--- config.mk ---
export PLATFORM = sky130hd
export DESIGN_NAME = anreg_cmd_master
export DESIGN_NICKNAME = d
export VERILOG_FILES = /design/src/rtl/anreg_pkg.sv /design/src/rtl/anreg_sel_decode.sv /design/src/rtl/anreg_shift_engine.sv /design/src/rtl/anreg_model_slave.sv /design/src/rtl/anreg_cmd_master.sv
export SDC_FILE = /design/constraint.sdc
export NUM_CORES = 2
export LEC_CHECK = 0
export ABC_CLOCK_PERIOD_IN_PS = 2200
export BUFFER_PORTS_ARGS = -buffer_cell sky130_fd_sc_hd__buf_2
export CORE_UTILIZATION = 55
export CTS_CLUSTER_DIAMETER = 150
export DETAILED_ROUTE_END_ITERATION = 16
export PLACE_DENSITY = 0.74
export REMOVE_ABC_BUFFERS = 1
export SETUP_SLACK_MARGIN = 0.02
export SLEW_MARGIN = 10
export SYNTH_ARGS = -nofsm -noshare
export SYNTH_HDL_FRONTEND = slang
export SYNTH_SLANG_ARGS = --single-unit
export TNS_END_PERCENT = 10
--- constraint.sdc ---
create_clock -name clk -period 2.2 [get_ports clk]
set_input_delay 0.22 -clock clk [delete_from_list [all_inputs] [get_ports clk]]
set_output_delay 0.22 -clock clk [all_outputs]
set_load 0.05 [all_outputs]
--- src/rtl/anreg_pkg.sv ---
package anreg_pkg;
   localparam int unsigned NUM_SLV = 8;
   localparam int unsigned ID_W    = 8;
   localparam int unsigned ADDR_W  = 8;
   localparam int unsigned DAT_W   = 8;

   typedef struct packed {
      logic             dir;
      logic [DAT_W-1:0]  data;
      logic [ADDR_W-1:0] addr;
      logic [ID_W-1:0]   id;
   } cmd_t;

   localparam int unsigned CMD_W = $bits(cmd_t);

   // identifier owning select line (SEL_BASE + i)
   function automatic logic [ID_W-1:0] slv_id(input int unsigned i);
      case (i)
         0: slv_id = 8'h66;
         1: slv_id = 8'h62;
         2: slv_id = 8'h69;
         3: slv_id = 8'h6F;
         4: slv_id = 8'h63;
         5: slv_id = 8'h6D;
         6: slv_id = 8'h67;
         7: slv_id = 8'h6A;
         default: slv_id = '0;
      endcase
   endfunction
endpackage

--- src/rtl/anreg_sel_decode.sv ---
module anreg_sel_decode
   import anreg_pkg::*;
#(
   parameter int unsigned SEL_W    = 13,
   parameter int unsigned SEL_BASE = 5
) (
   input  logic [ID_W-1:0]  id_i,
   output logic [SEL_W-1:0] sel_o,
   output logic             hit_o
);
   logic [NUM_SLV-1:0] match;

   for (genvar i = 0; i < NUM_SLV; i++) begin : g_match
      assign match[i] = (id_i == slv_id(i));
   end

   always_comb begin
      sel_o = '0;
      sel_o[SEL_BASE +: NUM_SLV] = match;
   end

   assign hit_o = |match;

   always_comb begin
      assert_dec_onehot_R5: assert ($onehot0(match));
   end
endmodule

--- src/rtl/anreg_shift_engine.sv ---
module anreg_shift_engine #(
   parameter int unsigned DIV    = 2,
   parameter int unsigned ADDR_W = 8,
   parameter int unsigned DAT_W  = 8
) (
   input  logic              clk,
   input  logic              rst_n,
   input  logic              start_i,
   input  logic              dir_i,
   input  logic [ADDR_W-1:0] addr_i,
   input  logic [DAT_W-1:0]  data_i,
   input  logic              din_i,
   output logic              bus_clk_o,
   output logic              bus_dat_o,
   output logic              frame_o,
   output logic              done_o,
   output logic [DAT_W-1:0]  rdata_o
);
   localparam int unsigned NBITS = 1 + ADDR_W + DAT_W;
   localparam int unsigned HDR   = 1 + ADDR_W;
   localparam int unsigned CNT_W = $clog2(NBITS);
   localparam int unsigned PH_W  = (DIV > 1) ? $clog2(DIV) : 1;

   logic [NBITS-1:0] tx_sr;
   logic [DAT_W-1:0] rx_sr;
   logic [CNT_W-1:0] bit_cnt;
   logic [PH_W-1:0]  ph_cnt;
   logic             sclk_q, frame_q, done_q, rd_q;

   always_ff @(posedge clk or negedge rst_n) begin
      if (!rst_n) begin
         tx_sr   <= '0;
         rx_sr   <= '0;
         bit_cnt <= '0;
         ph_cnt  <= '0;
         sclk_q  <= 1'b0;
         frame_q <= 1'b0;
         done_q  <= 1'b0;
         rd_q    <= 1'b0;
      end else begin
         done_q <= 1'b0;
         if (start_i && !frame_q) begin
            tx_sr   <= {dir_i, addr_i, data_i};
            rx_sr   <= '0;
            bit_cnt <= '0;
            ph_cnt  <= '0;
            sclk_q  <= 1'b0;
            frame_q <= 1'b1;
            rd_q    <= !dir_i;
         end else if (frame_q) begin
            if (ph_cnt == PH_W'(DIV - 1)) begin
               ph_cnt <= '0;
               if (!sclk_q) begin
                  sclk_q <= 1'b1;
                  if (rd_q && bit_cnt >= CNT_W'(HDR))
                     rx_sr <= {rx_sr[DAT_W-2:0], din_i};
               end else begin
                  sclk_q <= 1'b0;
                  tx_sr  <= {tx_sr[NBITS-2:0], 1'b0};
                  if (bit_cnt == CNT_W'(NBITS - 1)) begin
                     frame_q <= 1'b0;
                     done_q  <= 1'b1;
                  end else begin
                     bit_cnt <= bit_cnt + 1'b1;
                  end
               end
            end else begin
               ph_cnt <= ph_cnt + 1'b1;
            end
         end
      end
   end

   assign bus_clk_o = sclk_q;
   assign bus_dat_o = frame_q & tx_sr[NBITS-1];
   assign frame_o   = frame_q;
   assign done_o    = done_q;
   assign rdata_o   = rx_sr;

   assert_clk_idle_R8: assert property (@(posedge clk) disable iff (!rst_n)
      !frame_q |-> !sclk_q);
   assert_start_frame_R8: assert property (@(posedge clk) disable iff (!rst_n)
      (start_i && !frame_q) |=> frame_q);
   assert_done_ends_R2: assert property (@(posedge clk) disable iff (!rst_n)
      done_q |-> !frame_q);
endmodule

--- src/rtl/anreg_model_slave.sv ---
module anreg_model_slave #(
   parameter int unsigned REG_DEPTH = 16,
   parameter int unsigned ADDR_W    = 8,
   parameter int unsigned DAT_W     = 8
) (
   input  logic clk,
   input  logic rst_n,
   input  logic sel_i,
   input  logic frame_i,
   input  logic bus_clk_i,
   input  logic bus_dat_i,
   output logic miso_o
);
   localparam int unsigned NBITS = 1 + ADDR_W + DAT_W;
   localparam int unsigned HDR   = 1 + ADDR_W;
   localparam int unsigned CNT_W = $clog2(NBITS + 1);
   localparam int unsigned IDX_W = (REG_DEPTH > 1) ? $clog2(REG_DEPTH) : 1;

   logic [DAT_W-1:0]  mem_q [REG_DEPTH];
   logic [NBITS-1:0]  sr;
   logic [CNT_W-1:0]  cnt;
   logic [DAT_W-1:0]  out_sr;
   logic [IDX_W-1:0]  idx_q;
   logic              wr_q, clk_q;
   logic              active, rise, fall;
   logic [ADDR_W-1:0] addr_now;
   logic [IDX_W-1:0]  idx_now;

   assign active   = sel_i && frame_i;
   assign rise     = active && bus_clk_i && !clk_q;
   assign fall     = active && !bus_clk_i && clk_q;
   assign addr_now = {sr[ADDR_W-2:0], bus_dat_i};
   assign idx_now  = addr_now[IDX_W-1:0];

   always_ff @(posedge clk or negedge rst_n) begin
      if (!rst_n) begin
         for (int i = 0; i < REG_DEPTH; i++) mem_q[i] <= '0;
         sr     <= '0;
         cnt    <= '0;
         out_sr <= '0;
         idx_q  <= '0;
         wr_q   <= 1'b0;
         clk_q  <= 1'b0;
      end else begin
         clk_q <= bus_clk_i;
         if (!active) begin
            cnt <= '0;
         end else if (rise) begin
            sr  <= {sr[NBITS-2:0], bus_dat_i};
            cnt <= cnt + 1'b1;
            if (cnt == CNT_W'(HDR - 1)) begin
               wr_q  <= sr[ADDR_W-1];
               idx_q <= idx_now;
               if (!sr[ADDR_W-1]) out_sr <= mem_q[idx_now];
            end
            if (cnt == CNT_W'(NBITS - 1) && wr_q)
               mem_q[idx_q] <= {sr[DAT_W-2:0], bus_dat_i};
         end else if (fall && cnt >= CNT_W'(HDR + 1)) begin
            out_sr <= {out_sr[DAT_W-2:0], 1'b0};
         end
      end
   end

   assign miso_o = sel_i & out_sr[DAT_W-1];

   assert_slave_idle_R10: assert property (@(posedge clk) disable iff (!rst_n)
      !active |=> (cnt == '0));
   assert_slave_bits_R8: assert property (@(posedge clk) disable iff (!rst_n)
      active |-> (cnt <= CNT_W'(NBITS)));
endmodule

--- src/rtl/anreg_cmd_master.sv ---
module anreg_cmd_master
   import anreg_pkg::*;
#(
   parameter int unsigned DIV       = 2,
   parameter int unsigned SEL_W     = 13,
   parameter int unsigned SEL_BASE  = 5,
   parameter int unsigned REG_DEPTH = 16
) (
   input  logic             clk,
   input  logic             rst_n,
   input  logic             cmd_we,
   input  logic [31:0]      cmd_wdata,
   output logic [31:0]      cmd_rdata,
   output logic [SEL_W-1:0] sel_o,
   output logic             bus_clk_o,
   output logic             bus_dat_o,
   output logic             bus_frame_o
);
   localparam int unsigned BUSY_BIT = CMD_W;

   if (DIV < 2 || SEL_W < SEL_BASE + NUM_SLV || REG_DEPTH < 2 ||
       REG_DEPTH > (1 << ADDR_W) || BUSY_BIT > 31) begin : g_bad_param
      $error("anreg_cmd_master: parameter set out of range");
   end

   cmd_t             cmd_q;
   logic             busy_q, start_q;
   logic [SEL_W-1:0] sel_q, dec_sel;
   logic             dec_hit;
   logic             accept;
   logic             eng_done, eng_frame, eng_clk, eng_dat;
   logic [DAT_W-1:0] eng_rdata;
   logic [NUM_SLV-1:0] miso_v;
   logic             unused_wdata;

   assign accept       = cmd_we && !busy_q;
   assign unused_wdata = ^cmd_wdata[31:CMD_W] ^ dec_hit;

   anreg_sel_decode #(.SEL_W(SEL_W), .SEL_BASE(SEL_BASE)) u_dec (
      .id_i  (cmd_wdata[ID_W-1:0]),
      .sel_o (dec_sel),
      .hit_o (dec_hit)
   );

   always_ff @(posedge clk or negedge rst_n) begin
      if (!rst_n) begin
         cmd_q   <= '0;
         busy_q  <= 1'b0;
         start_q <= 1'b0;
         sel_q   <= '0;
      end else begin
         start_q <= accept;
         if (accept) begin
            cmd_q  <= cmd_t'(cmd_wdata[CMD_W-1:0]);
            busy_q <= 1'b1;
            sel_q  <= dec_sel;
         end else if (eng_done) begin
            busy_q <= 1'b0;
            if (!cmd_q.dir) cmd_q.data <= eng_rdata;
         end
      end
   end

   anreg_shift_engine #(.DIV(DIV), .ADDR_W(ADDR_W), .DAT_W(DAT_W)) u_eng (
      .clk       (clk),
      .rst_n     (rst_n),
      .start_i   (start_q),
      .dir_i     (cmd_q.dir),
      .addr_i    (cmd_q.addr),
      .data_i    (cmd_q.data),
      .din_i     (|miso_v),
      .bus_clk_o (eng_clk),
      .bus_dat_o (eng_dat),
      .frame_o   (eng_frame),
      .done_o    (eng_done),
      .rdata_o   (eng_rdata)
   );

   for (genvar i = 0; i < NUM_SLV; i++) begin : g_slv
      anreg_model_slave #(.REG_DEPTH(REG_DEPTH), .ADDR_W(ADDR_W), .DAT_W(DAT_W)) u_slv (
         .clk       (clk),
         .rst_n     (rst_n),
         .sel_i     (sel_q[SEL_BASE + i]),
         .frame_i   (eng_frame),
         .bus_clk_i (eng_clk),
         .bus_dat_i (eng_dat),
         .miso_o    (miso_v[i])
      );
   end

   always_comb begin
      cmd_rdata = '0;
      cmd_rdata[CMD_W-1:0] = cmd_q;
      cmd_rdata[BUSY_BIT]  = busy_q;
   end

   assign sel_o       = sel_q;
   assign bus_clk_o   = eng_clk;
   assign bus_dat_o   = eng_dat;
   assign bus_frame_o = eng_frame;

   assert_sel_onehot_R5: assert property (@(posedge clk) disable iff (!rst_n)
      $onehot0(sel_q));
   assert_busy_rise_R2: assert property (@(posedge clk) disable iff (!rst_n)
      (cmd_we && !busy_q) |=> busy_q);
   assert_busy_hold_R6: assert property (@(posedge clk) disable iff (!rst_n)
      busy_q |=> ($stable(cmd_q.id) && $stable(cmd_q.addr) && $stable(cmd_q.dir) && $stable(sel_q)));
   assert_frame_busy_R2: assert property (@(posedge clk) disable iff (!rst_n)
      eng_frame |-> busy_q);
   assert_unknown_zero_R7: assert property (@(posedge clk) disable iff (!rst_n)
      (eng_done && !cmd_q.dir && sel_q == '0) |=> (cmd_q.data == '0));
endmodule

## Word-level counts from Yosys, hierarchy flattened

Index checks and enable logic that the tools add are counted.

| word-level totals | value |
|---|---|
| bits in registers | 1303 |
| input port bits | 35 |
| output and inout bits | 48 |
| logic and storage cells | 559 |

| operators by class | value |
|---|---|
| $add $sub $neg | 10 |
| $lt $le $gt $ge | 33 |
| eq/ne operators | 52 |
| muxes and demuxes | 132 |
| bitwise operators | 25 |
| reduce and logical (&&, ||, !) cells | 123 |

Operators with widths:

| kind | number |
|---|---|
| $bwmux 128 | 8 |
| $mux 8 | 64 |
| $bmux 8 s4 | 8 |
| $demux 8 s4 | 8 |
| $mux 5 | 21 |
| $ge 5x5->1 const B | 16 |
| $not 4->5 | 16 |
| $mux 17 | 4 |
| $logic_and 1x1->1 | 67 |
| $eq 8x7->1 const B | 8 |
| $reduce_and 3->1 | 17 |
| $ne 2x2->1 const B | 25 |
| $add 5x1->5 const B | 9 |
| $eq 5x5->1 const B | 9 |
| $ge 5x4->1 const B | 9 |
| $eq 5x4->1 const B | 8 |
| $lt 5x1->1 const B | 8 |
| $reduce_and 4->1 | 10 |
| $reduce_bool 2->1 | 13 |
| $reduce_and 2->1 | 10 |
| $mux 1 | 19 |
| $and 1x1->1 | 9 |
| $reduce_or 8->1 | 1 |
| $logic_not 1->1 | 5 |
| 2 further kinds | 3 |

## Logic depth before layout (Yosys ltp)

| depth | value |
|---|---|
| word-level depth | 8 |
| gate-level depth with buffers | 11 |
| gate-level depth less buffers | 7 |

## Modules after synthesis

A second synthesis with hierarchy kept.

| unflattened totals | value |
|---|---|
| cells, all modules | 4435 |
| area, all modules | 60869.6 um^2 |

By module, submodules not included:

| module | times used | cells an instance | area each (um^2) | sequential area each (um^2) |
|---|---|---|---|---|
| anreg_model_slave at g_slv[3].u_slv ... | 4 | 500 | 7061.8 | 3878.7 |
| anreg_model_slave at g_slv[1].u_slv ... | 2 | 534 | 7233.2 | 3878.7 |
| anreg_model_slave at g_slv[7].u_slv | 1 | 521 | 7413.4 | 3878.7 |
| anreg_model_slave at g_slv[0].u_slv | 1 | 539 | 7277.0 | 3878.7 |
| anreg_cmd_master | 1 | 115 | 1682.9 | 1001.0 |
| anreg_shift_engine | 1 | 165 | 1601.5 | 875.8 |
| anreg_sel_decode | 1 | 27 | 181.4 | 0.0 |

## Worst setup path after synthesis

No wires, ideal clock.

| timing path | value |
|---|---|
| path kind | register -> register |
| from | register u_eng.sclk_q (netlist: u_eng.bus_clk_o) |
| to | register g_slv[1].u_slv.mem_q[120] (netlist name) |
| data arrival time | 2.626 ns |
| data required time | 2.075 ns |
| setup slack | -0.551 ns |
| stages on the path, launching flop included | 10 |
| path buffers | 4 |
| cell sequence | dfrtp_1 buf_4 and4b_1 buf_4 and3_1 buf_4 or3b_1 buf_2 nor3_4 mux2_2 |

| between the ends | value |
|---|---|
| longest elaborated chain between the ends | 3 |

Ends and longest elaborated chain:

| element | line | source |
|---|---|---|
| from (decl) | anreg_shift_engine.sv:28 | `logic sclk_q, frame_q, done_q, rd_q;` |
| from (signal assigned) | anreg_shift_engine.sv:36 | `sclk_q <= 1'b0;` |
| from (signal assigned) | anreg_shift_engine.sv:47 | `sclk_q <= 1'b0;` |
| from (signal assigned) | anreg_shift_engine.sv:54 | `sclk_q <= 1'b1;` |
| $logic_and 1x1->1 (2 in series) | anreg_model_slave.sv:30 | `assign rise = active && bus_clk_i && !clk_q;` |
| $reduce_and 3->1 (no line) | -- |  |
| to (signal, indexed assignment) | anreg_model_slave.sv:57 | `mem_q[idx_q] <= {sr[DAT_W-2:0], bus_dat_i};` |
| to (decl) | anreg_model_slave.sv:19 | `logic [DAT_W-1:0] mem_q [REG_DEPTH];` |

Every way passes these cells.
A chain may end at the register's enable or synchronous reset.

==> results.json <==
{
  "seqCellArea_um2": 32600,
  "ioPinCount": 83,
  "wl_per_cell_um": 22.0,
  "antenna_found_initial": 0,
  "stdcell_area_um2": 72900,
  "grt_pass1_wl_mm": 249,
  "p_leak_nw": 34.9,
  "htreeDepth": 4,
  "r2r_slack_ps": -150,
  "fmax_ghz": 0.425,
  "clk_path_buf_depth": 3,
  "worst_pin_slew_ps": 982,
  "synth_largest_area_cell": "dfrtp_1",
  "cts_buffers": 139,
  "synth-warning-count": 0,
  "tns_ps": -11180,
  "placed_area_um2": 65100,
  "hold_ws_ps": 37.5,
  "vias_per_cell": 6.04,
  "hp-class": "in2async",
  "cap_viol_max_count": 0,
  "timing.final.crit_share_pct": 107,
  "ys_ff_latch": 1303,
  "fin_nets": 5685,
  "violations": "negative setup slack",
  "drt_wl_total_mm": 157,
  "cp.arrival_ps": 2980,
  "setup_viol": 294,
  "dieArea_um2": 110000,
  "syn_area_um2": 59800,
  "globalplace.congestion": 0.858,
  "dpl.hpwl_mm": 97.8,
  "ys_seq_area_share_pct": 54.6,
  "fp-row-count": 120,
  "io_buffers": 64,
  "critPathLaunchType": "flip-flop",
  "critical_path_class": "reg2reg",
  "cts_tree": "built",
  "rr_worst_depth": 7,
  "cp_slowest_stage_delay_ps": 460,
  "async_flop_share_pct": 100,
  "reg2reg_from": "g_slv[7].u_slv.clk_q",
  "power.total_mw": 48.4,
  "die_h_um": 332,
  "ys.flop_type": "dfrtp_1",
  "drive_gt1_share_pct": 36.1,
  "synth_edf_count": 0,
  "cts.sinks": 1303,
  "peakVddDrop_v": 0.000808,
  "p_per_area_nw_per_um2": 664,
  "ant_nets": 0,
  "post_synth.cell_area_avg_um2": 11.5,
  "min_period_ps": 2350,
  "cp_max_fo": 8,
  "area_delta_synth_final_pct": 22.0,
  "cts-root-buf": "clkbuf_16",
  "fillers": 7380,
  "overflow": 0,
  "cp_data_required_time_ps": 2820,
  "finalClockSkew_ps": 35.8,
  "die_x_um": 332,
  "status": "finished, violations left",
  "multi_input_area_um2": 27100,
  "antenna_cells": 0,
  "first_global_vias": 44300,
  "crit_slowest_cell": "or3b_4",
  "synthTopCellsByArea": "dfrtp_1, mux2_2, nand2_1",
  "r2r-end": "g_slv[1].u_slv.mem_q[124]",
  "start_util_pct": 55.7,
  "hold_viol_final": 0,
  "gr-usage-all-layers_pct": 28.3,
  "coreArea_um2": 107000,
  "vias": 43100,
  "cp-end-kind": "flip-flop",
  "maxSlewViolCount": 0,
  "clk_latency_ps": 750,
  "path_cells": "buf_6, and4b_1, and3_4, or3b_4, nor3_4, buf_12, mux2_4",
  "clk_pin_slew_ps": 60,
  "dr.pass1.iters": 6,
  "drt_iter0_drc": 3560,
  "rsz0062_at_grt": "yes",
  "slew_headroom_pct": 34.4,
  "worst_slack_ps": -155,
  "pre_cts_ws_ps": -257,
  "ys_types": 66,
  "grt_max_degree": 105,
  "remaining_drc_errors": 0,
  "yosysTopAreaCellShare_pct": 54.6,
  "synth_cells": 5184
}
[worst max-delay path by stage]
stage / from / end / depth (start not counted)
2_1_floorplan: u_eng.frame_o / g_slv[5].u_slv.out_sr[0] / 5
3_3_place_gp: u_eng.frame_o / g_slv[2].u_slv.out_sr[7] / 10
3_5_place_dp: g_slv[7].u_slv.clk_q / g_slv[0].u_slv.mem_q[59] / 8
4_1_cts: g_slv[7].u_slv.clk_q / g_slv[0].u_slv.mem_q[59] / 9
5_1_grt: u_eng.frame_o / g_slv[6].u_slv.out_sr[6] / 12
6_report: g_slv[7].u_slv.clk_q / g_slv[1].u_slv.mem_q[124] / 7
[per-layer routing]
metal	vias up	GRT usage, %	share of wire [%]
met4	0	10.7	3.2
li1	19200	-	-
met5	-	0	0
met3	338	4.78	6.1
met1	22100	38.9	43
met2	1437	45.1	48
[report_power, final]
group          internal, mW  switching (mW)  total (mW)
Clock                  13.9            9.78        23.7
Combinational         0.176           0.571       0.746
Sequential             24.0               0        24.0
[area by class of cell]
| cell class | instances | area share, % |
|---|---|---|
| clock buffers | 211 | 5.75 |
| clock inverters | 38 | 0.631 |
| inverters | 31 | 0.187 |
| multi-input cells | 3500 | 37.1 |
| flip-flops and latches | 1303 | 44.7 |
| well taps | 1403 | 2.41 |
| repair buffers | 648 | 9.21 |
[cell usage after synthesis (all sizes together) (20+ instances only)]
cell type  number
a211oi         52
dfrtp        1303
nor2b          38
mux2         1014
clkbuf        264
nor3           21
nand3         223
o41ai          56
nand2b         38
xor2           25
a21oi          26
inv            30
mux2i         142
and3           56
mux4           20
a32oi          98
a31oi          98
ha             27
buf            96
nand2        1070
nor2          172
o21ai          98
nand4          42
nand4b         24
[what timing repair did]
| item | in CTS | in global routing |
|---|---|---|
| pin swaps | 52 | 64 |
| buffers inserted | 36 | 29 |
| endpoints found under the setup margin | 597 | 775 |
| gates resized for setup | 190 | 266 |
| hold endpoints to repair | 749 | 0 |
| hold buffers | 31 | 0 |
| gates cloned | 7 | 1 |
[stage by stage]
stage,util [%],cells
after floorplan,-,4834
after global placement,60.6,6786
after detailed placement,60.6,6786
after CTS,66.6,7107
after global routing,67.9,7134
final,67.9,7134
[state kept, by name, indices dropped and copies added (netlist names)]
signal              cells
u_eng.frame_o           1
g_slv.u_slv.wr_q        8
u_eng.rdata_o           8
start_q                 1
u_eng.ph_cnt            1
cmd_rdata              25
busy_q                  1
g_slv.u_slv.idx_q      32
g_slv.u_slv.mem_q    1024
u_eng.bit_cnt           5
u_eng.done_o            1
sel_o                   8
g_slv.u_slv.out_sr     64
g_slv.u_slv.clk_q       1
u_eng.rd_q              1
u_eng.tx_sr            17
u_eng.bus_clk_o         1
g_slv.u_slv.sr         64
g_slv.u_slv.cnt        40
[cell usage in the layout (no fill, tap or decap), drive strengths merged, types with 7 or more instances in the layout]
cell / instances
a211oi: 52
a21boi: 13
a21oi: 26
a31oi: 98
a32o: 7
a32oi: 98
and2: 16
and3: 56
and4b: 9
buf: 614
clkbuf: 212
clkinv: 24
conb: 11
dfrtp: 1303
dlygate4sd3: 31
ha: 27
inv: 36
mux2: 1014
mux2i: 142
mux4: 20
nand2: 1070
nand2b: 38
nand3: 223
nand3b: 16
nand4: 42
nand4b: 24
nor2: 172
nor2b: 38
nor3: 21
nor4: 11
o21ai: 98
o22ai: 10
o41ai: 56
xnor2: 12
xor2: 25
[critical path: cells and delay by family (launching register included)]
kind,cells,cell delay (ps)
buffers and inverters,2,310
multiplexers,1,300
flip-flops,1,420
AND/OR/NAND/NOR,4,1180
[kinds of logic (layout without fill, tap and decap cells)]
kind of cell | count (synthesis) | count (layout) | share of synthesized area [%]
compound gates | 483 | 483 | 5.74
xor+xnor | 37 | 37 | 0.542
fa+ha+maj | 27 | 27 | 0.565
buf+inv | 391 | 928 | 2.74
flops | 1303 | 1303 | 54.6
mux | 1176 | 1176 | 22.2
other cells | 1 | 11 | 0.00628
simple gates | 1766 | 1766 | 13.6
Power figures use the tool's default switching activity.
